===== src/rtl/uop_pkg.sv =====
package uop_pkg;
  localparam int FLAG_N = 8;

  localparam int FB_CF  = 0;
  localparam int FB_PF  = 1;
  localparam int FB_AF  = 2;
  localparam int FB_ZF  = 3;
  localparam int FB_SF  = 4;
  localparam int FB_OF  = 5;
  localparam int FB_ECF = 6;
  localparam int FB_EZF = 7;

  localparam logic [3:0] OP_ADD = 4'd0;
  localparam logic [3:0] OP_OR  = 4'd1;
  localparam logic [3:0] OP_ADC = 4'd2;
  localparam logic [3:0] OP_SBB = 4'd3;
  localparam logic [3:0] OP_AND = 4'd4;
  localparam logic [3:0] OP_SUB = 4'd5;
  localparam logic [3:0] OP_XOR = 4'd6;
  localparam logic [3:0] OP_CMP = 4'd7;
  localparam logic [3:0] OP_MOV = 4'd8;

  localparam logic [3:0] CT_ALWAYS = 4'd0;
  localparam logic [3:0] CT_ECF    = 4'd1;
  localparam logic [3:0] CT_EZF    = 4'd2;
  localparam logic [3:0] CT_EZNZ   = 4'd3;
  localparam logic [3:0] CT_OF     = 4'd8;
  localparam logic [3:0] CT_CF     = 4'd9;
  localparam logic [3:0] CT_ZF     = 4'd10;
  localparam logic [3:0] CT_CORZ   = 4'd11;
  localparam logic [3:0] CT_SF     = 4'd12;
  localparam logic [3:0] CT_PF     = 4'd13;
  localparam logic [3:0] CT_SXO    = 4'd14;
  localparam logic [3:0] CT_SXOZ   = 4'd15;
endpackage


===== src/rtl/uop_cond_eval.sv =====
module uop_cond_eval
  import uop_pkg::*;
(
  input  logic [FLAG_N-1:0] flags_in,
  input  logic [4:0]        code,
  output logic              pass,
  output logic              undef
);
  logic base;
  logic cf, zf, sf, of, pf, ecf, ezf;

  assign cf  = flags_in[FB_CF];
  assign zf  = flags_in[FB_ZF];
  assign sf  = flags_in[FB_SF];
  assign of  = flags_in[FB_OF];
  assign pf  = flags_in[FB_PF];
  assign ecf = flags_in[FB_ECF];
  assign ezf = flags_in[FB_EZF];

  always_comb begin
    base  = 1'b0;
    undef = 1'b0;
    case (code[3:0])
      CT_ALWAYS: base = 1'b1;
      CT_ECF:    base = ecf;
      CT_EZF:    base = ezf;
      CT_EZNZ:   base = ~(~ezf & zf);
      4'd4, 4'd5, 4'd6, 4'd7: undef = 1'b1;
      CT_OF:     base = of;
      CT_CF:     base = cf;
      CT_ZF:     base = zf;
      CT_CORZ:   base = cf | zf;
      CT_SF:     base = sf;
      CT_PF:     base = pf;
      CT_SXO:    base = sf ^ of;
      CT_SXOZ:   base = (sf ^ of) | zf;
      default:   base = 1'b0;
    endcase
    // the inversion bit folds codes 16..31 onto 0..15
    pass = (base ^ code[4]) & ~undef;
  end

  // code 0 always passes, code 16 never does
  always_comb begin
    if (code == 5'd0)  assert_always_passes_R7: assert (pass);
    if (code == 5'd16) assert_never_passes_R7:  assert (!pass);
  end
endmodule


===== src/rtl/uop_flag_gen.sv =====
module uop_flag_gen
  import uop_pkg::*;
#(
  parameter int DATA_W = 64
) (
  input  logic [DATA_W-1:0] opa,
  input  logic [DATA_W-1:0] opb,
  input  logic [DATA_W-1:0] res,
  input  logic [1:0]        size,
  output logic [DATA_W-1:0] lane_mask,
  output logic [FLAG_N-1:0] gen
);
  localparam int TW = $clog2(DATA_W);

  function automatic logic [TW-1:0] lane_top(input logic [1:0] sz);
    int w;
    w = 8 << sz;
    if (w > DATA_W) w = DATA_W;
    return TW'(w - 1);
  endfunction

  function automatic logic [DATA_W-1:0] carry_vec(input logic [DATA_W-1:0] a,
                                                  input logic [DATA_W-1:0] b,
                                                  input logic [DATA_W-1:0] r);
    return (a & b) | ((a | b) & ~r);
  endfunction

  function automatic logic [DATA_W-1:0] ovf_vec(input logic [DATA_W-1:0] a,
                                                input logic [DATA_W-1:0] b,
                                                input logic [DATA_W-1:0] r);
    return (a ^ ~b) & (a ^ r);
  endfunction

  logic [TW-1:0]     top;
  logic [DATA_W-1:0] cv, ov;
  logic              zero;

  always_comb begin
    top       = lane_top(size);
    lane_mask = {DATA_W{1'b1}} >> (DATA_W - 1 - int'(top));
    cv        = carry_vec(opa, opb, res);
    ov        = ovf_vec(opa, opb, res);
    zero      = ((res & lane_mask) == '0);
    gen          = '0;
    gen[FB_CF]   = cv[top];
    gen[FB_ECF]  = cv[top];
    gen[FB_AF]   = cv[3];
    gen[FB_ZF]   = zero;
    gen[FB_EZF]  = zero;
    gen[FB_SF]   = res[top];
    gen[FB_PF]   = ~^res[7:0];
    gen[FB_OF]   = ov[top];
  end
endmodule


===== src/rtl/uop_regfile.sv =====
module uop_regfile #(
  parameter int NREGS  = 16,
  parameter int DATA_W = 64,
  parameter int IDX_W  = $clog2(NREGS)
) (
  input  logic              clk,
  input  logic              we,
  input  logic [IDX_W-1:0]  widx,
  input  logic [DATA_W-1:0] wdata,
  input  logic [IDX_W-1:0]  ridx_a,
  input  logic [IDX_W-1:0]  ridx_b,
  input  logic [IDX_W-1:0]  ridx_d,
  output logic [DATA_W-1:0] rdata_a,
  output logic [DATA_W-1:0] rdata_b,
  output logic [DATA_W-1:0] rdata_d
);
  logic [DATA_W-1:0] mem [NREGS];

  for (genvar g = 0; g < NREGS; g++) begin : g_ent
    logic [DATA_W-1:0] q;
    always_ff @(posedge clk) begin
      if (we && widx == IDX_W'(g)) q <= wdata;
    end
    assign mem[g] = q;
  end

  assign rdata_a = mem[ridx_a];
  assign rdata_b = mem[ridx_b];
  assign rdata_d = mem[ridx_d];
endmodule


===== src/rtl/uop_exec.sv =====
module uop_exec
  import uop_pkg::*;
#(
  parameter int DATA_W = 64,
  parameter int NREGS  = 16,
  parameter int IDX_W  = $clog2(NREGS)
) (
  input  logic              clk,
  input  logic              rst_n,
  input  logic              uop_valid,
  input  logic [3:0]        uop_op,
  input  logic [IDX_W-1:0]  uop_dst,
  input  logic [IDX_W-1:0]  uop_src1,
  input  logic [IDX_W-1:0]  uop_src2,
  input  logic [7:0]        uop_imm,
  input  logic              uop_use_imm,
  input  logic [1:0]        uop_size,
  input  logic [15:0]       uop_ext,
  output logic              wb_en,
  output logic [DATA_W-1:0] wb_data,
  output logic [7:0]        flags,
  output logic              illegal_cond
);
  logic [FLAG_N-1:0] flags_q, flags_d, flag_gen;
  logic [DATA_W-1:0] src1_v, src2_v, dst_old, op2, cin_v, raw;
  logic [DATA_W-1:0] fa, fb, lane;
  logic              is_arith, is_mov, is_cmp, is_negb;
  logic              cond_pass, cond_undef;
  logic              flag_we;
  logic [4:0]        cond_code;
  logic              unused_ext_hi;

  assign unused_ext_hi = ^uop_ext[15:8];

  uop_regfile #(.NREGS(NREGS), .DATA_W(DATA_W), .IDX_W(IDX_W)) u_rf (
    .clk(clk), .we(wb_en), .widx(uop_dst), .wdata(wb_data),
    .ridx_a(uop_src1), .ridx_b(uop_src2), .ridx_d(uop_dst),
    .rdata_a(src1_v), .rdata_b(src2_v), .rdata_d(dst_old)
  );

  // operand selection and raw result
  assign op2      = uop_use_imm ? {{(DATA_W-8){1'b0}}, uop_imm} : src2_v;
  assign cin_v    = {{(DATA_W-1){1'b0}}, flags_q[FB_CF]};
  assign is_arith = (uop_op <= OP_CMP);
  assign is_mov   = (uop_op == OP_MOV);
  assign is_cmp   = (uop_op == OP_CMP);
  assign is_negb  = (uop_op == OP_SUB) || (uop_op == OP_SBB) || is_cmp;

  always_comb begin
    case (uop_op)
      OP_ADD:  raw = src1_v + op2;
      OP_OR:   raw = src1_v | op2;
      OP_ADC:  raw = src1_v + op2 + cin_v;
      OP_SBB:  raw = src1_v - op2 - cin_v;
      OP_AND:  raw = src1_v & op2;
      OP_SUB:  raw = src1_v - op2;
      OP_XOR:  raw = src1_v ^ op2;
      OP_CMP:  raw = dst_old - op2;
      OP_MOV:  raw = op2;
      default: raw = '0;
    endcase
  end

  assign fa = is_cmp ? dst_old : src1_v;
  assign fb = is_negb ? -op2 : op2;

  uop_flag_gen #(.DATA_W(DATA_W)) u_fg (
    .opa(fa), .opb(fb), .res(raw), .size(uop_size),
    .lane_mask(lane), .gen(flag_gen)
  );

  // predication: only the move reads the extension field as a test
  assign cond_code = is_mov ? uop_ext[4:0] : 5'd0;

  uop_cond_eval u_ce (
    .flags_in(flags_q), .code(cond_code),
    .pass(cond_pass), .undef(cond_undef)
  );

  assign illegal_cond = uop_valid & is_mov & cond_undef;
  assign wb_en        = uop_valid & ((is_arith & ~is_cmp) | (is_mov & cond_pass));
  assign wb_data      = (dst_old & ~lane) | (raw & lane);
  assign flag_we      = uop_valid & is_arith;
  assign flags_d      = (flags_q & ~uop_ext[7:0]) | (flag_gen & uop_ext[7:0]);

  always_ff @(posedge clk or negedge rst_n) begin
    if (!rst_n)       flags_q <= '0;
    else if (flag_we) flags_q <= flags_d;
  end

  assign flags = flags_q;

  assert_cmp_no_write_R3: assert property (@(posedge clk) disable iff (!rst_n)
    (uop_valid && is_cmp) |-> !wb_en);
  assert_mov_keeps_flags_R8: assert property (@(posedge clk) disable iff (!rst_n)
    (uop_valid && is_mov) |=> $stable(flags));
  assert_illegal_blocks_R9: assert property (@(posedge clk) disable iff (!rst_n)
    illegal_cond |-> !wb_en);
  assert_mask_limits_R6: assert property (@(posedge clk) disable iff (!rst_n)
    uop_valid |=> ((flags ^ $past(flags)) & ~$past(uop_ext[7:0])) == 8'h00);
  assert_unused_op_R11: assert property (@(posedge clk) disable iff (!rst_n)
    (uop_valid && uop_op > OP_MOV) |-> !wb_en);
endmodule


===== config.mk =====
export PLATFORM = sky130hd
export DESIGN_NAME = uop_exec
export DESIGN_NICKNAME = d
export VERILOG_FILES = /design/src/rtl/uop_pkg.sv /design/src/rtl/uop_cond_eval.sv /design/src/rtl/uop_flag_gen.sv /design/src/rtl/uop_regfile.sv /design/src/rtl/uop_exec.sv
export SDC_FILE = /design/constraint.sdc
export NUM_CORES = 2
export LEC_CHECK = 0
export ABC_CLOCK_PERIOD_IN_PS = 19700
export BUFFER_PORTS_ARGS = -buffer_cell sky130_fd_sc_hd__buf_4
export CORE_MARGIN = 10
export CORE_UTILIZATION = 37
export CTS_BUF_LIST = sky130_fd_sc_hd__clkbuf_8
export CTS_CLUSTER_SIZE = 16
export DETAILED_ROUTE_END_ITERATION = 10
export PLACE_DENSITY = 0.55
export SETUP_SLACK_MARGIN = 0.05
export SLEW_MARGIN = 0
export SYNTH_ARGS = -nofsm -noshare
export SYNTH_HDL_FRONTEND = slang
export SYNTH_HIERARCHICAL = 1
export SYNTH_SLANG_ARGS = --single-unit

===== constraint.sdc =====
create_clock -name clk -period 19.7 [get_ports clk]
set_input_delay 3.94 -clock clk [delete_from_list [all_inputs] [get_ports clk]]
set_output_delay 3.94 -clock clk [all_outputs]
set_load 0.01 [all_outputs]

Word-level counts from Yosys, hierarchy flattened
Cells that the tools add are included.
{ "totals": {"reg_bits": 1032, "in_bits": 46, "output_inout_bits": 74} }
{ "op_classes": {"n_addsub": 8, "magnitude_cmp": 6, "eq_ne": 38, "shifts": 2, "mux": 23, "bitwise": 40, "n_reduce_logical": 24} }
{ "op_table": {"columns": ["op", "count"], "rows": [
  ["64-bit binary-select mux with 4-bit select", 3],
  ["64-bit two-way mux", 9],
  ["64-bit case mux with 9 select lines", 1],
  ["64-bit bitwise AND", 6],
  ["64-bit bitwise OR", 4],
  ["64-bit NOT", 3],
  ["64-bit bitwise XOR", 3],
  ["64-bit subtractor", 2],
  ["4-bit equality test, second input constant", 17],
  ["64-bit by 1-bit adder with 64-bit output", 1],
  ["64-bit adder", 1],
  ["64-bit logical NOT", 1],
  ["64-bit negator", 1],
  ["64-bit by 32-bit right shift with 64-bit output, first input constant", 1],
  ["64-bit by 1-bit subtractor with 64-bit output", 1],
  ["4-bit by 3-bit equality test with 1-bit output, second input constant", 12],
  ["32-bit by 8-bit greater-than comparator with 1-bit output, second input constant", 1],
  ["4-bit by 2-bit left shift with 32-bit output, first input constant", 1],
  ["4-bit by 2-bit equality test with 1-bit output, second input constant", 6],
  ["1-bit binary-select mux with 6-bit select", 3],
  ["8-bit bitwise AND", 2],
  ["1-bit logical AND", 16],
  ["5-bit >= comparator, second input constant", 3],
  ["4-bit NOT with 5-bit output", 3],
  ["19 further kinds", 40]
]} }

Depth between registers and ports, before layout
{ "logic_depth": {"depth_word": 15, "mapped_depth": 33} }

Hierarchy
The synthesis kept the hierarchy.
{ "modules_own_cells": {"columns": ["module", "instances", "cells_each", "area_each_um2", "seq_area_each_um2"], "rows": [
  ["uop_regfile", 1, 2655, 53161.0, 30749.5],
  ["uop_exec", 1, 3768, 24653.6, 200.2],
  ["uop_flag_gen", 1, 146, 1044.8, 0.0],
  ["uop_cond_eval", 1, 23, 171.4, 0.0]
]} }

Worst setup path after synthesis
No wires, ideal clock.
{ "synth_path": {"kind": "input to output", "from": "in uop_use_imm", "to": "out wb_data[47]", "t_arrival_ns": 10.744, "required_time_ns": 15.760, "setup_slack_ns": 5.016, "path_stages": 23, "n_path_buf": 7, "cell_sequence": "buf_6 > buf_4 > clkbuf_1 > buf_1 > clkbuf_1 > buf_1 > clkbuf_1 > mux2i_1 > inv_1 > fa_1 > a211oi_4 > o21ai_2 > a211oi_2 > o211ai_2 > a311oi_2 > nand3b_2 > nor4_4 > nand3b_4 > or4_4 > or4b_1 > xnor2_1 > nand2_1 > a31oi_1"} }
{ "synth_between": {"elab_chain_cells": 6, "word_cells_on_any_way": 12} }
{ "synth_lines": {"columns": ["element", "line_no", "text"], "rows": [
  ["from (decl)", "uop_exec.sv:16", "input logic uop_use_imm,"],
  ["64-bit two-way mux (*)", "uop_exec.sv:42", "assign op2 = uop_use_imm ? {{(DATA_W-8){1'b0}}, uop_imm} : src2_v;"],
  ["64-bit subtractor or 64-bit adder (tied branches)", null, null],
  ["64-bit by 1-bit subtractor with 64-bit output or 64-bit by 1-bit adder with 64-bit output (tied branches)", "uop_exec.sv:54, uop_exec.sv:53", null],
  ["64-bit case mux with 9 select lines (*)", "uop_exec.sv:50", "case (uop_op)"],
  ["64-bit bitwise AND (*)", "uop_exec.sv:82", "assign wb_data = (dst_old & ~lane) | (raw & lane);"],
  ["64-bit bitwise OR (*)", "uop_exec.sv:82", null],
  ["to (decl)", "uop_exec.sv:20", "output logic [DATA_W-1:0] wb_data,"]
]} }
Every way passes the cells marked *; elsewhere a longest branch is shown, timed or not.

Worst setup path after layout
{ "layout_path": {"from": "in uop_src2[0]", "to": "out wb_data[46]"} }
{ "layout_between": {"elab_chain_cells": 10, "word_cells_on_any_way": 16} }
{ "layout_lines": {"columns": ["element", "line_no", "text"], "rows": [
  ["from (decl)", "uop_exec.sv:14", "input logic [IDX_W-1:0] uop_src2,"],
  ["4-bit NOT with 5-bit output (implied by the code) (*)", "uop_regfile.sv:28", "assign rdata_b = mem[ridx_b];"],
  ["64-bit binary-select mux with 4-bit select (*)", "uop_regfile.sv:28", null],
  ["64-bit two-way mux (implied by the code) (*) (2 in a row)", "uop_regfile.sv:28", null],
  ["named net src2_v[18]", "uop_exec.sv:25", "logic [DATA_W-1:0] src1_v, src2_v, dst_old, op2, cin_v, raw;"],
  ["64-bit two-way mux (*)", "uop_exec.sv:42", null],
  ["64-bit subtractor or 64-bit adder (tied branches)", null, null],
  ["64-bit by 1-bit subtractor with 64-bit output or 64-bit by 1-bit adder with 64-bit output (tied branches)", "uop_exec.sv:54, uop_exec.sv:53", null],
  ["64-bit case mux with 9 select lines (*)", "uop_exec.sv:50", null],
  ["64-bit bitwise AND (*)", "uop_exec.sv:82", null],
  ["64-bit bitwise OR (*)", "uop_exec.sv:82", null]
]} }
The timed path passes the listed nets; every way through them passes the cells marked *. The select of a mux whose other input is x is not followed.

==> reports/results.ini <==
[pwr]
power.share.clock=0.288
power_density_nw_per_um2=81.11
p_leak_nw=28.34
combPwrFrac=0.339
power.switching_w=0.002545
p_seq_frac=0.372
p_sw_frac=0.3732
peakVddDrop_v=0.00006289
power.internal_w=0.004274

[layout]
regArea_sq_um=30950
area_delta_synth_final_pct=8.582
largest_registers=u_rf/g_ent.q x1024
fillCellCount=19560
largest_register_ffs=1024
regMostFlops=u_rf/g_ent.q
fin_cells=9128
drive_above_1_share=0.2307
fin_nets=6515
multi_input_area_sq_um=43200

[floorplan]
fp-row-count=167
fp.coreArea_sq_um=207700
die-area_sq_um=227900
fp.dieW_um=477.4
ios=120
start_util=0.3728
fp.dieH_um=477.4

[min_path]
holdCritPathClass=flop to flop

[global_route]
overflow=0
grt_pass1_wl_um=436400
grt_usage=0.2608
first_global_vias=59240
antenna_found_initial=19
grt_max_degree=103

[clock_network]
cts_resized=0
path_clk_slew_ns=0.06
clock_sinks=1032
cts_setup_buffers=0
cts_max_path_buffers=3
cts-root-buf=clkbuf_8
cts_buffers=172
clk_latency_ns=1.00
cts_tree=yes
cts-htree-levels=4
ctsHoldBuffers=0

[place]
gp_congestion=0.9769
dpl.cell_count=8816
portBuffers=111
dp_hpwl_um=219000

[setup_path]
path_max_fanout=69
crit_required_ns=15.76
critical_path_class=input port to output pin
critPathArrivalTime_ns=13.30
rrSetupSlack_ns=9.18
startpoint_type=input port
endpoint_kind=output pin

[timing]
fin_skew_ns=0.09602
relSlewSlack=0.06215
fin_tns_setup_ns=0
hold_viol_final=0
fmax_mhz=57.99
worstMarginPinSlew_ns=1.392
setup_violations=0
hold_ws_ns=0.5179
rsz0062_at_grt=no
post-route-min-period_ns=17.24
drv_slew=0
period_share=0.8753

[flow_run]
cap_violations=0

[synthesis]
synth_cells=6294
synth_area_sq_um=77420
yosysWarnings=6
syn_area_per_cell_sq_um=12.30

[detailed_routing]
met3_length_um=34880
antenna_left=0
dr.pass1.iters=7
wl_met2_um=141000
wl_met1_um=124400
viasPerCell=6.709
drc=0
vias=61240
finalWirelength_um=311000
routed.top_layer=met5
drt_iter0_drc=8633
wire_per_inst_um=34.07

[run_status]
status=finished clean

## power groups by stage
stage	Clock, W	Sequential, W	Combinational [W]
finish	0.00196	0.00254	0.00231
global route	0.00210	0.00254	0.00244
detailed placement	0	0.00259	0.00224
global placement	0	0.00258	0.00223
CTS	0.00200	0.00254	0.00225
floorplan	0	0.00258	0.00146
## per-stage QoR
stage	worst slack [ns]	total power [W]	instance area [sq um]	utilization
after detailed placement	2.698	0.004822	80540	0.3878
after CTS	2.671	0.006789	84050	0.4047
after floorplan	5.204	0.004046	77450	-
after global routing	2.172	0.007082	84060	0.4047
final	2.456	0.006819	84060	0.4047
after global placement	2.785	0.004814	80540	0.3878
## cells in the final DEF, fill, tap and decap left out, types with 52 or more instances in the layout
master	instances
edfxtp_1	1024
mux4_2	769
nand2_1	520
a22oi_1	404
a21oi_1	288
inv_1	279
ha_1	264
nor2_1	263
buf_4	231
o21ai_0	228
xnor2_1	196
clkbuf_8	172
nand3_1	106
nor3_1	105
nand4_1	89
xor2_1	76
nor2b_1	71
nor4_1	70
a21o_1	68
mux2_2	56
o211ai_1	52
## critical path, stage by stage
cell,delay [ns]
buf_8,0.59
buf_4,0.71
mux4_2,0.59
a22oi_1,0.21
nand2_1,0.43
nor2b_1,0.32
inv_1,0.18
ha_1,0.40
nand3_1,0.13
a21oi_1,0.19
a211oi_1,0.64
mux2_2,0.40
a311oi_1,0.84
and3b_1,0.31
and4_1,0.31
nand4_2,0.33
or4_1,0.62
nor3_1,0.26
xor2_1,0.28
nand2_1,0.13
a41oi_2,1.01
buf_4,0.29
## layout make-up
class | count | share of cell area
Antenna cell | 4 | 0.0001191
Multi-Input combinational cell | 4504 | 0.5139
Clock buffer | 172 | 0.02816
Inverter | 247 | 0.01103
Timing Repair Buffer | 245 | 0.02361
Sequential cell | 1032 | 0.3682
Tap cell | 2788 | 0.04150
Clock inverter | 136 | 0.01354
## final timing paths
path / from / end / cells past startpoint
setup / recovery: uop_src2[0] / wb_data[46] / 22
hold / removal: flop / flop / 1
setup reg to reg: u_rf/g_ent[3].q[2] / flop / 23
hold reg to reg: flop / flop / 1
max in group asynchronous: rst_n / asynchronous set/reset pin / 1
min in group asynchronous: rst_n / asynchronous set/reset pin / 1
## metal layers
metal,up-vias,global-route usage
met4,12,0.08430
li1,25310,-
met2,3815,0.4065
met3,538,0.06049
met1,31570,0.3591
met5,-,0
No activity file was read; power rests on OpenSTA's default activity.
